$ cat config.mk
export PLATFORM = sky130hd
export DESIGN_NAME = prio_irq_ctrl
export DESIGN_NICKNAME = d
export VERILOG_FILES = /design/src/rtl/irq_pkg.sv /design/src/rtl/irq_sync.sv /design/src/rtl/irq_cfg_regs.sv /design/src/rtl/irq_arbiter.sv /design/src/rtl/prio_irq_ctrl.sv
export SDC_FILE = /design/constraint.sdc
export NUM_CORES = 1
export LEC_CHECK = 0
export ABC_AREA = 1
export BUFFER_PORTS_ARGS = -buffer_cell sky130_fd_sc_hd__clkbuf_2
export CELL_PAD_IN_SITES_DETAIL_PLACEMENT = 1
export CELL_PAD_IN_SITES_GLOBAL_PLACEMENT = 2
export CORE_ASPECT_RATIO = 1.4
export CORE_MARGIN = 3
export CORE_UTILIZATION = 23
export CTS_CLUSTER_SIZE = 24
export DETAILED_ROUTE_END_ITERATION = 6
export PLACE_DENSITY = 0.61
export REMOVE_ABC_BUFFERS = 1
export SETUP_SLACK_MARGIN = 0.4
export SKIP_LAST_GASP = 1
export SYNTH_ARGS = -nofsm -noshare
export SYNTH_HDL_FRONTEND = slang
export SYNTH_SLANG_ARGS = --single-unit
$ cat constraint.sdc
create_clock -name clk -period 19.81 [get_ports clk]
set_input_delay 5.943 -clock clk [delete_from_list [all_inputs] [get_ports clk]]
set_output_delay 5.943 -clock clk [all_outputs]
set_load 0.02 [all_outputs]
$ cat src/rtl/irq_pkg.sv
package irq_pkg;
    localparam int NSRC    = 15;
    localparam int IDX_W   = $clog2(NSRC);
    localparam int NLVL    = 4;
    localparam int LVL_W   = $clog2(NLVL);
    localparam int LO_CNT  = 7;   // sources enabled by register 0
    localparam int HALF    = 8;   // sources per priority register

    typedef enum logic {
        ST_IDLE = 1'b0,
        ST_REQ  = 1'b1
    } ctl_state_t;
endpackage

$ cat src/rtl/irq_sync.sv
module irq_sync #(
    parameter int WIDTH  = 15,
    parameter int STAGES = 2
) (
    input  logic             clk,
    input  logic             rst_n,
    input  logic [WIDTH-1:0] d_in,
    output logic [WIDTH-1:0] d_out
);
    logic [STAGES-1:0][WIDTH-1:0] stage_q;

    always_ff @(posedge clk or negedge rst_n) begin
        if (!rst_n) stage_q[0] <= '0;
        else        stage_q[0] <= d_in;
    end

    for (genvar k = 1; k < STAGES; k++) begin : g_stage
        always_ff @(posedge clk or negedge rst_n) begin
            if (!rst_n) stage_q[k] <= '0;
            else        stage_q[k] <= stage_q[k-1];
        end
    end

    assign d_out = stage_q[STAGES-1];
endmodule

$ cat src/rtl/irq_cfg_regs.sv
module irq_cfg_regs
    import irq_pkg::*;
(
    input  logic                       clk,
    input  logic                       rst_n,
    input  logic                       wr_en,
    input  logic [2:0]                 wr_addr,
    input  logic [7:0]                 wr_data,
    output logic [NSRC-1:0]            src_en,
    output logic [NSRC-1:0][LVL_W-1:0] src_lvl
);
    localparam int HI_CNT = NSRC - HALF;

    logic [LO_CNT-1:0] en_lo_q;
    logic              glob_q;
    logic [HALF-1:0]   en_hi_q;
    logic [HALF-1:0]   ph_lo_q, pl_lo_q;
    logic [HI_CNT-1:0] ph_hi_q, pl_hi_q;

    always_ff @(posedge clk or negedge rst_n) begin
        if (!rst_n) begin
            en_lo_q <= '0;
            glob_q  <= 1'b0;
            en_hi_q <= '0;
            ph_lo_q <= '0;
            pl_lo_q <= '0;
            ph_hi_q <= '0;
            pl_hi_q <= '0;
        end else if (wr_en) begin
            unique case (wr_addr)
                3'd0: begin
                    en_lo_q <= wr_data[LO_CNT-1:0];
                    glob_q  <= wr_data[7];
                end
                3'd1:    en_hi_q <= wr_data;
                3'd2:    ph_lo_q <= wr_data;
                3'd3:    pl_lo_q <= wr_data;
                3'd4:    ph_hi_q <= wr_data[HI_CNT-1:0];
                3'd5:    pl_hi_q <= wr_data[HI_CNT-1:0];
                default: ;
            endcase
        end
    end

    logic [NSRC-1:0] ph_all, pl_all;
    assign ph_all = {ph_hi_q, ph_lo_q};
    assign pl_all = {pl_hi_q, pl_lo_q};
    assign src_en = glob_q ? {en_hi_q, en_lo_q} : '0;

    for (genvar s = 0; s < NSRC; s++) begin : g_lvl
        assign src_lvl[s] = {ph_all[s], pl_all[s]};
    end
endmodule

$ cat src/rtl/irq_arbiter.sv
module irq_arbiter
    import irq_pkg::*;
(
    input  logic [NSRC-1:0]            cand,
    input  logic [NSRC-1:0][LVL_W-1:0] src_lvl,
    input  logic [NLVL-1:0]            in_service,
    output logic                       win_valid,
    output logic [IDX_W-1:0]           win_idx,
    output logic [LVL_W-1:0]           win_lvl
);
    logic             found;
    logic [IDX_W-1:0] best_idx;
    logic [LVL_W-1:0] best_lvl;
    logic             act_any;
    logic [LVL_W-1:0] act_top;

    always_comb begin
        found    = 1'b0;
        best_idx = '0;
        best_lvl = '0;
        for (int i = 0; i < NSRC; i++) begin
            if (cand[i] && (!found || src_lvl[i] > best_lvl)) begin
                found    = 1'b1;
                best_idx = IDX_W'(i);
                best_lvl = src_lvl[i];
            end
        end
    end

    always_comb begin
        act_any = 1'b0;
        act_top = '0;
        for (int l = 0; l < NLVL; l++) begin
            if (in_service[l]) begin
                act_any = 1'b1;
                act_top = LVL_W'(l);
            end
        end
    end

    assign win_valid = found && (!act_any || best_lvl > act_top);
    assign win_idx   = best_idx;
    assign win_lvl   = best_lvl;
endmodule

$ cat src/rtl/prio_irq_ctrl.sv
module prio_irq_ctrl
    import irq_pkg::*;
#(
    parameter int         SYNC_STAGES = 2,
    parameter int         VEC_W       = 16,
    parameter logic [15:0] VEC_BASE   = 16'h0003
) (
    input  logic                   clk,
    input  logic                   rst_n,
    input  logic [NSRC-1:0]        irq_in,
    input  logic                   wr_en,
    input  logic [2:0]             wr_addr,
    input  logic [7:0]             wr_data,
    input  logic                   insn_done,
    input  logic                   irq_ack,
    input  logic                   reti,
    output logic                   irq_req,
    output logic [IDX_W-1:0]       irq_src,
    output logic [LVL_W-1:0]       irq_lvl,
    output logic [VEC_W-1:0]       irq_vec,
    output logic [NLVL-1:0]        in_service
);
    logic [NSRC-1:0]            req_sync;
    logic [NSRC-1:0]            pend_q;
    logic [NSRC-1:0]            src_en;
    logic [NSRC-1:0][LVL_W-1:0] src_lvl;
    logic                       win_valid;
    logic [IDX_W-1:0]           win_idx;
    logic [LVL_W-1:0]           win_lvl;
    logic [IDX_W-1:0]           sel_idx_q;
    logic [LVL_W-1:0]           sel_lvl_q;
    logic [NLVL-1:0]            ism_q;
    ctl_state_t                 state_q, state_d;
    logic                       take, ack_ok;

    irq_sync #(.WIDTH(NSRC), .STAGES(SYNC_STAGES)) sync_i (
        .clk(clk), .rst_n(rst_n), .d_in(irq_in), .d_out(req_sync)
    );

    irq_cfg_regs cfg_i (
        .clk(clk), .rst_n(rst_n), .wr_en(wr_en), .wr_addr(wr_addr),
        .wr_data(wr_data), .src_en(src_en), .src_lvl(src_lvl)
    );

    irq_arbiter arb_i (
        .cand(pend_q & src_en), .src_lvl(src_lvl), .in_service(ism_q),
        .win_valid(win_valid), .win_idx(win_idx), .win_lvl(win_lvl)
    );

    // next-state logic: T_TAKE, T_ACK, T_HOLD
    always_comb begin
        state_d = state_q;
        take    = 1'b0;
        ack_ok  = 1'b0;
        unique case (state_q)
            ST_IDLE: if (win_valid && insn_done) begin
                state_d = ST_REQ;
                take    = 1'b1;
            end
            ST_REQ: if (irq_ack) begin
                state_d = ST_IDLE;
                ack_ok  = 1'b1;
            end
            default: state_d = ST_IDLE;
        endcase
    end

    always_ff @(posedge clk or negedge rst_n) begin
        if (!rst_n) state_q <= ST_IDLE;
        else        state_q <= state_d;
    end

    always_ff @(posedge clk or negedge rst_n) begin
        if (!rst_n) begin
            sel_idx_q <= '0;
            sel_lvl_q <= '0;
        end else if (take) begin
            sel_idx_q <= win_idx;
            sel_lvl_q <= win_lvl;
        end
    end

    // pending flags: new requests win over the acknowledge clear
    logic [NSRC-1:0] pend_clr;
    always_comb begin
        pend_clr = '0;
        if (ack_ok) pend_clr[sel_idx_q] = 1'b1;
    end

    always_ff @(posedge clk or negedge rst_n) begin
        if (!rst_n) pend_q <= '0;
        else        pend_q <= (pend_q & ~pend_clr) | req_sync;
    end

    // in-service tracking
    logic [NLVL-1:0] ism_drop, ism_add;
    always_comb begin
        ism_drop = '0;
        ism_add  = '0;
        if (reti) begin
            for (int l = 0; l < NLVL; l++)
                if (ism_q[l]) ism_drop = NLVL'(1) << l;
        end
        if (ack_ok) ism_add[sel_lvl_q] = 1'b1;
    end

    always_ff @(posedge clk or negedge rst_n) begin
        if (!rst_n) ism_q <= '0;
        else        ism_q <= (ism_q & ~ism_drop) | ism_add;
    end

    // outputs
    always_comb begin
        unique case (state_q)
            ST_REQ:  irq_req = 1'b1;
            default: irq_req = 1'b0;
        endcase
        irq_src    = sel_idx_q;
        irq_lvl    = sel_lvl_q;
        irq_vec    = VEC_BASE[VEC_W-1:0] + (VEC_W'(sel_idx_q) << 3);
        in_service = ism_q;
    end
endmodule

; ---- Word-level counts from Yosys, hierarchy flattened
; Index checks and enable logic that the tools add are counted.
[classes]
muxes = 70
n_addsub = 1
reduce_logical = 55
eq_ne = 5
order_cmp = 19
n_bitwise = 8
[op_table]
columns = cell, count
row1 = $mux W4, 12
row2 = $mux W2, 19
row3 = $and A15 B15 Y15, 2
row4 = $gt A2 B2 Y1, 15
row5 = $mux W1, 30
row6 = $mux W15, 2
row7 = $logic_and A1 B1 Y1, 18
row8 = $logic_not A1 Y1, 15
row9 = $logic_or A1 B1 Y1, 15
row10 = $not A15 Y15, 1
row11 = $or A15 B15 Y15, 1
row12 = $mux W3, 4
row13 = $reduce_and A2 Y1, 6
row14 = $add A2 B7 Y8 const A, 1
row15 = $eq A3 B2 Y1 const B, 2
row16 = $eq A3 B3 Y1 const B, 2
row17 = $lt A4 B5 Y1 const B, 1
row18 = $and A4 B4 Y4, 1
row19 = $demux W1 S4, 1
row20 = $ge A4 B1 Y1 const B, 1
row21 = $not A4 Y4, 1
row22 = $or A4 B4 Y4, 1
row23 = $eq A3 B1 Y1 const B, 1
row24 = $logic_not A3 Y1, 1
row25 = other kinds (5), 5
[word_totals]
inputBits = 32
word_cells = 172
out_inout_bits = 27
ff_bits = 102

; ---- Logic depth before layout (Yosys ltp)
[depth]
depth_word = 65
ltp_mapped = 129
mapped_depth_nobuf = 128

; ---- Modules after synthesis
; Synthesis repeated with hierarchy kept, for this count alone.
[hier_totals]
cells_unflattened = 754
hier_area_um2 = 5819.3
[by_module_without_submodules]
columns = mod, area_each_um2, cells_each, n_inst, seq_area_each_um2
row1 = irq_cfg_regs, 1991.9, 241, 1, 1151.1
row2 = irq_arbiter, 1569.0, 282, 1, 0.0
row3 = prio_irq_ctrl, 1395.1, 186, 1, 650.6
row4 = irq_sync, 863.3, 45, 1, 750.7

; ---- Worst setup path before layout
; No wires, ideal clock.
[synth_timing]
path_kind = reg-to-reg
start = register cfg_i.glob_q
end = register sel_idx_q[3] (netlist: irq_src[3])
required_time_ns = 19.691
stages_incl_launch_ff = 126
t_arrival_ns = 14.253
path_buffers = 1
path_slack_ns = 5.438
synth_period_minus_slack_ns = 14.372
setup_time_ns = 0.119
cell_sequence = dfrtp_1 > buf_6 > nand3_4 > nor2_1 > inv_1 > ha_1 > nand2_1 > nand2_1 > nand2_1 > nand2_1 > nand2_2 > nand2_1 > and2_1 > ha_1 > inv_1 > o21bai_1 > nand2_1 > nand2_1 > [... 90 more ...] > o21ai_0 > a21oi_1 > inv_1 > or2_2 > and2_1 > ha_1 > inv_1 > nor2_1 > o21ai_0 > o21ai_0 > and3_1 > nand2_1 > inv_1 > nand2_1 > inv_1 > nand2_1 > o22ai_1 > inv_1
[synth_between]
elab_chain_len = 65
elab_cells_between_ends = 101
classes_between = order compare (15) / mux (40) / bitwise (1) / reduce/logical (45)
[synth_rtl]
columns = item, line
row1 = start: declaration, irq_cfg_regs.sv:15  ; logic glob_q;
row2 = start signal: assignment, irq_cfg_regs.sv:33  ; glob_q <= wr_data[7];
row3 = $mux W15 (*), irq_cfg_regs.sv:48  ; assign src_en = glob_q ? {en_hi_q, en_lo_q} : '0;
row4 = $and A15 B15 Y15 (*), prio_irq_ctrl.sv:46  ; .cand(pend_q & src_en), .src_lvl(src_lvl), .in_service(ism_q),
row5 = $mux W2 or $mux W1 (tied branches), irq_arbiter.sv:22  ; if (cand[i] && (!found || src_lvl[i] > best_lvl)) begin
row6 = $gt A2 B2 Y1 or $logic_not A1 Y1 (tied branches), irq_arbiter.sv:22
row7 = $logic_or A1 B1 Y1, irq_arbiter.sv:22
row8 = $logic_and A1 B1 Y1, irq_arbiter.sv:22
row9 = $mux W2 or $mux W1 (tied branches), irq_arbiter.sv:22
row10 = $gt A2 B2 Y1 or $logic_not A1 Y1 (tied branches), irq_arbiter.sv:22
row11 = [... 50 more ...], -
row12 = $mux W2 (*), irq_arbiter.sv:22
row13 = net arb_i.win_lvl[1], irq_arbiter.sv:9  ; output logic [LVL_W-1:0] win_lvl
row14 = $gt A2 B2 Y1 (*), irq_arbiter.sv:41  ; assign win_valid = found && (!act_any || best_lvl > act_top);
row15 = $logic_or A1 B1 Y1 (*), irq_arbiter.sv:41
row16 = $logic_and A1 B1 Y1 (*), irq_arbiter.sv:41
row17 = $logic_and A1 B1 Y1 (*), prio_irq_ctrl.sv:56  ; ST_IDLE: if (win_valid && insn_done) begin
row18 = $mux W1 (*), prio_irq_ctrl.sv:56
row19 = $mux W1 (*), prio_irq_ctrl.sv:55  ; unique case (state_q)
row20 = end signal: assignment, prio_irq_ctrl.sv:78  ; sel_idx_q <= win_idx;
row21 = end: declaration, prio_irq_ctrl.sv:30  ; logic [IDX_W-1:0] sel_idx_q;
; The timed path passes the listed nets; every way through them passes the cells marked *.
; A chain may end at the register's enable or synchronous reset.

; ---- Worst setup path after layout
; Ends and elaborated chain as after synthesis.

==> flow_metrics.env <==
export IMPL_cts_resized=0
export IMPL_htree_levels=3
export IMPL_status="finished clean"
export IMPL_hold_viol=0
export IMPL_power_density_nw_per_um2=120.9
export IMPL_syn_area_um2=5256
export IMPL_clock_sinks=102
export IMPL_vias=4160
export IMPL_num_nets_final=735
export IMPL_cpPeakStageDelay_ps=780
export IMPL_core_area_um2=22180
export IMPL_crit_end="irq_src[3]"
export IMPL_dp_cells=965
export IMPL_cp_depth=122
export IMPL_io_buffers=46
export IMPL_rsz0062_at_grt="false"
export IMPL_avgRoutedWirePerCell_um=14.82
export IMPL_setup_viol=0
export IMPL_synth_adder_area_share_pct=5.713
export IMPL_wl_met3_um=212
export IMPL_worstMarginPinSlew_ps=937.7
export IMPL_fillCellCount=2684
export IMPL_synthXorXnorAreaFrac_pct=0
export IMPL_maxCapViolations=0
export IMPL_ys_warn_count=0
export IMPL_clock_skew_ps=10.42
export IMPL_peakVddDrop_uv=39.48
export IMPL_critical_path_top_delay_family="simple AND/OR/NAND/NOR gates"
export IMPL_worst_r2r_path_depth=122
export IMPL_arrival_ps=17160
export IMPL_relSlewSlack_pct=37.49
export IMPL_crit_required_ps=20050
export IMPL_power_leakage_uw=0.003161
export IMPL_rrSetupSlack_ps=2890
export IMPL_ys_types=32
export IMPL_antenna_found_initial=0
export IMPL_register_area_um2=2552
export IMPL_top_layer_used="met4"
export IMPL_post_dp_hpwl_mm=11.51
export IMPL_final_cells=981
export IMPL_synth_edf_count=0
export IMPL_insertion_delay_ps=360
export IMPL_synth_top_area_share_pct=48.56
export IMPL_grtUsageTotal_pct=12.38
export IMPL_grt_pass1_vias=4600
export IMPL_syn_area_per_cell_um2=8.278
export IMPL_fmax_ghz=0.05911
export IMPL_fp_dieH_um=184.9
export IMPL_multi_input_area_um2=2175
export IMPL_path_clk_slew_ps=70
export IMPL_cts_buffers_inserted=9
export IMPL_r2r_end="irq_src[3]"
export IMPL_first_iter_violations=122
export IMPL_synth_simple_area_share_pct=23.76
export IMPL_synthTopCellsByArea="dfrtp_1 (49%), nand2_1 (11%), o21ai_0 (7.9%), inv_1 (7.8%), ha_1 (5.7%)"
export IMPL_ant_nets=0
export IMPL_finalCritPeriodShare_pct=85.41
export IMPL_cp_slowest_cell="dfrtp_1"
export IMPL_maxSlewViolCount=0
export IMPL_r2r_start="cfg_i.glob_q"
export IMPL_io_pins=59
export IMPL_ys_seq_elements=102
export IMPL_row_count=64
export IMPL_diodes=0
export IMPL_die_w_um=133.8
export IMPL_netlist_instances=635
export IMPL_period_needed_ps=16920
export IMPL_critPathCaptureType="flip-flop"
export IMPL_drive_gt1_share_pct=14.62
export IMPL_synthMuxAreaShare_pct=0
export IMPL_fin_setup_tns_ps=0
export IMPL_clockBufferDepth=2
export IMPL_hp_class="flip-flop to flip-flop"
export IMPL_dieArea_um2=24730
export IMPL_grt_max_degree=71
export IMPL_crit_buf_inv=17
export IMPL_ctsHoldBuffers=0
export IMPL_cts_root_buf="clkbuf_16"
export IMPL_startpoint_type="flip-flop"
export IMPL_via_per_inst=4.241
export IMPL_async_flop_share_pct=100.0
export IMPL_cts_tree="yes"
export IMPL_met1_length_mm=5.883
export IMPL_ys_seq_area_share_pct=48.56
export IMPL_synth_compound_area_share_pct=11.04
export IMPL_crit_path_frequent_cell="nand2_1"
export IMPL_synth_top_family_by_area="simple AND/OR/NAND/NOR gates"
export IMPL_start_util_pct=23.70
export IMPL_startpoint="cfg_i.glob_q"
export IMPL_cts_setup_buffers=0
export IMPL_gr_total_overflow=0
export IMPL_first_pass_iters=4
export IMPL_grt_pass1_wl_mm=23.87
export IMPL_synth_main_ff_cell="dfrtp_1"
export IMPL_drcViolationCount=0
export IMPL_cp_max_fo=17
export IMPL_place_congestion=0.7583
export IMPL_yosysTopAreaCell="dfrtp_1"
export IMPL_wl_mm=14.54
export IMPL_met2_length_mm=8.236
export IMPL_worstSetupPathType="flip-flop to flip-flop"
export IMPL_area_growth_pct=14.73
-- cells in the mapped netlist (4+ instances only) --
cell type and count:
a21oi_1 6, and2_1 5, buf_4 16, clkbuf_1 7, dfrtp_1 102, ha_1 24
inv_1 109, nand2_1 149, nand2_2 15, nand2_4 7, nand3_1 35, nand3_2 11
nor2_1 28, nor3_1 4, o21ai_0 83, o21ai_1 8, o31ai_1 4
-- where the power goes --
group          internal [µW]  leakage, µW  total, µW  switching, µW
Clock                   87.9     0.000141        174           85.9
Sequential               239      0.00120        268           28.5
Combinational            101      0.00182        288            187
Total                    428      0.00316        729            301
-- cells by family (layout without fill, tap and decap cells) --
kind of cell,after synthesis,count (layout)
other cells,2,12
buf+inv,133,172
fa+ha+maj,24,24
flops,102,102
compound gates,110,110
simple gates,264,264
-- state kept, by name (all words and copies together) (netlist names), 4 cells and up --
signal,count
cfg_i.pl_hi_q,7
cfg_i.ph_lo_q,8
sync_i.d_out,15
cfg_i.ph_hi_q,7
sync_i.stage_q,15
cfg_i.en_lo_q,7
in_service,4
cfg_i.en_hi_q,8
irq_src,4
pend_q,15
cfg_i.pl_lo_q,8
-- how the worst min path moves through the flow --
stage                                  start               end  depth (start not counted)
after global routing       sync_i.stage_q[2]   sync_i.d_out[2]                          0
after floorplan            sync_i.stage_q[0]   sync_i.d_out[0]                          0
final                     sync_i.stage_q[13]  sync_i.d_out[13]                          0
after detailed placement  sync_i.stage_q[13]  sync_i.d_out[13]                          0
after global placement    sync_i.stage_q[13]  sync_i.d_out[13]                          0
after CTS                 sync_i.stage_q[13]  sync_i.d_out[13]                          0
-- layout by cell type, fill, tap and decap left out --
cell | netlist | routed
o21ai_0 | 83 | 83
clkbuf_1 | 7 | 1
inv_1 | 109 | 109
nand3_1 | 35 | 35
nor3_1 | 4 | 4
o21ai_1 | 8 | 8
nor2_1 | 28 | 28
and3_1 | 1 | 1
o22ai_1 | 2 | 2
clkbuf_2 | 0 | 45
inv_8 | 0 | 2
clkbuf_16 | 0 | 9
ha_1 | 24 | 24
nand2_1 | 149 | 149
nand3b_1 | 1 | 1
clkinv_2 | 0 | 1
o31ai_1 | 4 | 4
nand2_4 | 7 | 7
inv_6 | 0 | 1
conb_1 | 2 | 12
o21bai_1 | 2 | 2
clkinv_4 | 0 | 2
and2_1 | 5 | 5
buf_4 | 16 | 2
nor4_1 | 1 | 1
o32ai_1 | 1 | 1
o21ai_2 | 1 | 1
dfrtp_1 | 102 | 102
or2_2 | 3 | 3
a21oi_1 | 6 | 6
nand3_4 | 1 | 1
nand3_2 | 11 | 11
nand4_1 | 2 | 2
a31oi_1 | 2 | 2
a22oi_1 | 1 | 1
or2_1 | 1 | 1
nand2_2 | 15 | 15
-- per-stage QoR --
stage | worst slack [ps] | utilization, % | hold WS (ps) | instance area, µm² | total power [µW]
2_1_floorplan | 5199 | - | 331.2 | 5136 | 473.8
3_3_place_gp | 3350 | 25.91 | 334.0 | 5748 | 552.1
3_5_place_dp | 2782 | 25.91 | 337.2 | 5748 | 565.7
4_1_cts | 2641 | 27.19 | 354.0 | 6031 | 744.7
5_1_grt | 948.4 | 27.19 | 360.1 | 6031 | 798.0
6_report | 2891 | 27.19 | 350.6 | 6031 | 729.2
-- cell type report --
cell class	count	area share (%)
flip-flops and latches	102	42.32
well taps	297	6.162
multi-input cells	410	36.06
clock buffers	10	3.797
repair buffers	47	3.983
clock inverters	6	0.8921
inverters	109	6.784
-- metal layers --
metal	global-route usage (%)	vias up
li1	-	2070
met1	13.69	2042
met2	24.17	35
met3	1.984	13
met4	3.582	0
met5	0	-
(Power assumes the default switching activity.)
